### src/rtl/iev_pkg.sv
package iev_pkg;
  typedef enum logic [2:0] {
    EV_FALL = 3'd0,
    EV_RISE = 3'd1,
    EV_BOTH = 3'd2,
    EV_LOW  = 3'd3,
    EV_HIGH = 3'd4
  } ev_mode_e;

  localparam int NUM_FILT = 2;  // 0: clock glitch filter, 1: slow debounce
endpackage

### src/rtl/iev_tick_div.sv
module iev_tick_div #(
  parameter int SLOW_DIV = 4
) (
  input  logic clk,
  input  logic rst_n,
  input  logic tick_i,
  output logic tick_o
);
  localparam int CW = (SLOW_DIV > 1) ? $clog2(SLOW_DIV) : 1;

  generate
    if (SLOW_DIV <= 1) begin : g_pass
      assign tick_o = tick_i;
    end else begin : g_cnt
      localparam logic [CW-1:0] LAST = CW'(SLOW_DIV - 1);
      logic [CW-1:0] cnt_q;
      always_ff @(posedge clk) begin
        if (!rst_n)        cnt_q <= '0;
        else if (tick_i)   cnt_q <= (cnt_q == LAST) ? '0 : cnt_q + 1'b1;
      end
      assign tick_o = tick_i && (cnt_q == LAST);
    end
  endgenerate
endmodule

### src/rtl/iev_sampler.sv
module iev_sampler (
  input  logic clk,
  input  logic rst_n,
  input  logic pin_i,
  input  logic smp_i,
  output logic lvl_o
);
  logic last_q, lvl_q;

  always_ff @(posedge clk) begin
    if (!rst_n) begin
      last_q <= pin_i;
      lvl_q  <= pin_i;
    end else if (smp_i) begin
      last_q <= pin_i;
      if (pin_i == last_q) lvl_q <= pin_i;  // two agreeing samples
    end
  end

  assign lvl_o = lvl_q;
endmodule

### src/rtl/iev_filter.sv
module iev_filter import iev_pkg::*; (
  input  logic clk,
  input  logic rst_n,
  input  logic pin_i,
  input  logic en_i,
  input  logic slow_i,
  input  logic dtick_i,
  output logic lvl_o
);
  logic [NUM_FILT-1:0] smp;
  logic [NUM_FILT-1:0] lvl;

  assign smp[0] = 1'b1;
  assign smp[1] = dtick_i;

  generate
    for (genvar g = 0; g < NUM_FILT; g++) begin : g_smp
      iev_sampler u_smp (
        .clk  (clk),
        .rst_n(rst_n),
        .pin_i(pin_i),
        .smp_i(smp[g]),
        .lvl_o(lvl[g])
      );
    end
  endgenerate

  always_comb begin
    if (!en_i)       lvl_o = pin_i;
    else if (slow_i) lvl_o = lvl[1];
    else             lvl_o = lvl[0];
  end
endmodule

### src/rtl/iev_detect.sv
module iev_detect import iev_pkg::*; (
  input  logic       clk,
  input  logic       rst_n,
  input  logic       pin_i,
  input  logic       lvl_i,
  input  logic [2:0] mode_i,
  input  logic       clr_i,
  output logic       evt_o,
  output logic       prv_o
);
  logic     prv_q, flag_q, rise, fall, hit;
  ev_mode_e mode;

  assign mode = ev_mode_e'(mode_i);
  assign rise = lvl_i & ~prv_q;
  assign fall = ~lvl_i & prv_q;

  always_comb begin
    case (mode)
      EV_FALL: hit = fall;
      EV_RISE: hit = rise;
      EV_BOTH: hit = rise | fall;
      default: hit = 1'b0;
    endcase
  end

  always_ff @(posedge clk) begin
    if (!rst_n) begin
      prv_q  <= pin_i;
      flag_q <= 1'b0;
    end else begin
      prv_q <= lvl_i;
      if (hit)        flag_q <= 1'b1;  // new edge beats clear
      else if (clr_i) flag_q <= 1'b0;
    end
  end

  always_comb begin
    case (mode)
      EV_FALL, EV_RISE, EV_BOTH: evt_o = flag_q;
      EV_LOW:                    evt_o = ~lvl_i;
      EV_HIGH:                   evt_o = lvl_i;
      default:                   evt_o = 1'b0;
    endcase
  end

  assign prv_o = prv_q;
endmodule

### src/rtl/io_event_detect.sv
module io_event_detect #(
  parameter int SLOW_DIV = 4
) (
  input  logic       clk,
  input  logic       rst_n,
  input  logic       pin_i,
  input  logic       filt_en_i,
  input  logic       filt_slow_i,
  input  logic [2:0] evt_mode_i,
  input  logic       slow_tick_i,
  input  logic       clr_i,
  output logic       evt_o
);
  logic dtick, flt_lvl, prv_q;

  iev_tick_div #(.SLOW_DIV(SLOW_DIV)) u_div (
    .clk   (clk),
    .rst_n (rst_n),
    .tick_i(slow_tick_i),
    .tick_o(dtick)
  );

  iev_filter u_flt (
    .clk    (clk),
    .rst_n  (rst_n),
    .pin_i  (pin_i),
    .en_i   (filt_en_i),
    .slow_i (filt_slow_i),
    .dtick_i(dtick),
    .lvl_o  (flt_lvl)
  );

  iev_detect u_det (
    .clk   (clk),
    .rst_n (rst_n),
    .pin_i (pin_i),
    .lvl_i (flt_lvl),
    .mode_i(evt_mode_i),
    .clr_i (clr_i),
    .evt_o (evt_o),
    .prv_o (prv_q)
  );
endmodule

### config.mk
export PLATFORM = sky130hd
export DESIGN_NAME = io_event_detect
export DESIGN_NICKNAME = d
export VERILOG_FILES = /design/src/rtl/iev_pkg.sv /design/src/rtl/iev_tick_div.sv /design/src/rtl/iev_sampler.sv /design/src/rtl/iev_filter.sv /design/src/rtl/iev_detect.sv /design/src/rtl/io_event_detect.sv
export SDC_FILE = /design/constraint.sdc
export NUM_CORES = 1
export LEC_CHECK = 0
export ABC_AREA = 1
export BUFFER_PORTS_ARGS = -buffer_cell sky130_fd_sc_hd__buf_2
export CORE_AREA = 4 4 48 50
export DETAILED_ROUTE_END_ITERATION = 16
export DIE_AREA = 0 0 52 54
export MAX_ROUTING_LAYER = met4
export PLACE_DENSITY_LB_ADDON = 0.1
export REMOVE_ABC_BUFFERS = 1
export SYNTH_ARGS = -nofsm -noshare
export SYNTH_HDL_FRONTEND = slang
export SYNTH_SLANG_ARGS = --single-unit
### constraint.sdc
create_clock -name clk -period 2.9 [get_ports clk]
set_clock_uncertainty 0.1 [all_clocks]
set_input_delay 0.145 -clock clk [delete_from_list [all_inputs] [get_ports clk]]
set_output_delay 0.145 -clock clk [all_outputs]
set_load 0.02 [all_outputs]
==> flow_metrics.tcl <==
set metrics [dict create \
    status "completed" \
    routed-via-count 381 \
    maxSlewViolCount 0 \
    top_level_ports 11 \
    routabilityCongestion 0.679 \
    ys_seq_area_frac 0.420 \
    cts_made_buffers 3 \
    antenna_found_initial 0 \
    start_util 0.238 \
    finalCriticalPeriod_ps 1580 \
    synth_area_per_cell_sq_um 7.55 \
    hold_slack_ps 24.3 \
    clk_latency_ps 250 \
    ys_top_cells_by_area "dfxtp_1 22%, edfxtp_1 20%, nand2_1 15%" \
    slew_headroom 0.882 \
    ys.flop_type "dfxtp_1" \
    wl_per_cell_um 7.74 \
    clockRootBuffer "clkbuf_4" \
    fillerInstances 209 \
    setup_violations 0 \
    max-cap-violations 0 \
    fp.coreArea_sq_um 1900 \
    cts_tree "yes" \
    setup.worst_path.start_class "primary input" \
    synth_common_cells "18 x nand2_1, 12 x inv_1, 5 x dfxtp_1" \
    setup-tns-final_ps 0 \
    synth_top_cell_area_share 0.221 \
    cellPowerDensity_nw_per_um2 466 \
    drt_pass1_iterations 2 \
    cpPeakStageDelay_ps 530 \
    rsz0062_at_grt "false" \
    cp_common_cell "nand2_1" \
    synth_area_leader_cell "dfxtp_1" \
    die_area_sq_um 2810 \
    ys_warn_count 0 \
    grt_pass1_wl_um 1420 \
    area_growth_pct 26.5 \
    async_flop_share 0 \
    hpwlAfterDp_um 657 \
    fin_crit_sh 0.544 \
    htreeDepth 1 \
    grt_pass1_vias 346 \
    nets 89 \
    syn_area_sq_um 453 \
    synth-seq-cells 8 \
    path_cells "dlygate4sd3_1 -> buf_2 -> nand2_1 -> nand2_2 -> ha_1 -> nand2_1 -> nand2_1 -> nand2_1 -> nand3_1 -> a21oi_2" \
    ys_types 15 \
    hp-class "in2reg" \
    drive_above_1_share 0.227 \
    clock.fmax_mhz 634 \
    ir_worst_vdd_v 0.000163 \
    vias_per_cell 3.74 \
    hold_viol 0 \
    tightest_slew_ps 175 \
    routed_wl_um 789 \
    cp_slowest_cell "dlygate4sd3_1" \
    die_w_um 52 \
    die_h_um 54 \
    clock_sinks 8 \
    ant_nets 0 \
    p_leak_nw 0.290 \
    gr-usage-all-layers 0.0737 \
    core.rowCount 16 \
    critPathArrivalTime_ps 1660 \
    yosysMostFrequentCell "nand2_1" \
    cp_max_fo 9 \
    port_buffers 10 \
    synth_cells 60 \
    worst_setup_path_end_kind "flop" \
    synth_edf_count 3 \
    clk_pin_slew_ps 50 \
    grt-ovfl-total 0 \
    clockBufferDepth 2 \
    diodes 0 \
    grt_max_degree 10 \
    cp_data_required_time_ps 2980 \
    drcViolationCount 0 \
    worstSetupPathType "in2reg" \
    drt_iter0_markers 2 \
]
-- final timing paths --
check	cells after the start	end	slack [ps]	startpoint
max	10	u_det.flag_q$_SDFFE_PN0P_	1320	pin_i
min	2	u_div.g_cnt.cnt_q[1]$_SDFFE_PN0P_	20	slow_tick_i
max reg2reg	10	u_det.flag_q$_SDFFE_PN0P_	1450	u_flt.g_smp[0].u_smp.lvl_o$_DFFE_PP_
min reg2reg	2	u_det.flag_q$_SDFFE_PN0P_	380	u_det.flag_q$_SDFFE_PN0P_
-- layout by cell type (no fill, tap or decap) --
cell type	count
nor2_1	2
nand3b_1	1
a21oi_2	2
edfxtp_1	3
nand2_2	1
xnor2_1	2
buf_2	10
clkbuf_1	1
inv_1	12
o21ai_0	2
o21ai_1	2
nand3_1	4
dfxtp_1	5
ha_1	3
a21oi_1	2
clkbuf_4	3
dlygate4sd3_1	1
nand2_1	18
nor2_2	1
-- what timing repair did --
item / in CTS / in global routing
gates resized for setup: 0 / 0
endpoints found under the hold margin: 1 / 0
buffers inserted: 0 / 0
setup endpoints to repair: 0 / 0
hold buffers: 1 / 0
-- area by class of cell --
type | count | area [sq um] | area share
Inverter | 12 | 45.0 | 0.0786
Tap cell | 27 | 33.8 | 0.0590
Timing Repair Buffer | 11 | 60.1 | 0.105
Sequential cell | 8 | 190 | 0.332
Clock buffer | 4 | 26.3 | 0.0459
Multi-Input combinational cell | 40 | 218 | 0.380
-- cells by family (layout without fill, tap and decap cells) --
| group | after synthesis | after routing | share of synthesized area |
|---|---|---|---|
| AND/OR/NAND/NOR | 27 | 27 | 0.254 |
| buffers and inverters | 12 | 27 | 0.0994 |
| AO/OA/AOI/OAI | 8 | 8 | 0.105 |
| flip-flops | 8 | 8 | 0.420 |
| adder cells (fa/ha/maj) | 3 | 3 | 0.0829 |
| XOR/XNOR | 2 | 2 | 0.0387 |
-- power breakdown --
| part | leakage, nW | internal (W) | switching, W |
|---|---|---|---|
| Combinational | 0.203 | 0.0000206 | 0.0000263 |
| Sequential | 0.0712 | 0.000126 | 0.00000381 |
| Clock | 0.0150 | 0.0000527 | 0.0000383 |
-- stage by stage --
| step | power, W | area [sq um] | utilization | setup slack [ps] | cells |
|---|---|---|---|---|---|
| floorplan | 0.000161 | 453 | - | 1570 | 60 |
| global placement | 0.000179 | 537 | 0.282 | 1480 | 97 |
| detailed placement | 0.000179 | 537 | 0.282 | 1470 | 97 |
| CTS | 0.000274 | 573 | 0.301 | 1330 | 102 |
| global route | 0.000289 | 573 | 0.301 | 1220 | 102 |
| finish | 0.000267 | 573 | 0.301 | 1320 | 102 |
-- sequential cells by signal, summed over array words and instances, names as in the netlist --
register	flops
u_div.g_cnt.cnt_q	2
u_flt.g_smp.u_smp.last_q	2
u_flt.g_smp.u_smp.lvl_o	2
u_det.flag_q	1
u_det.prv_o	1
-- critical path, delay by kind of cell --
kind                       cells  cell delay [ps]
AOI/OAI and AO/OA              1              120
adders and majority gates      1              280
buffers and inverters          2              700
and+or+nand+nor                6              410
-- layer usage --
layer  GRT usage  wire length (um)  vias to the layer above
met1      0.0963               401                      155
li1            -                 -                      217
met2      0.0900               319                        7
met5           -                 0                        -
met3      0.0194                58                        2
met4      0.0655                 9                        0
(Power assumes the default switching activity.)
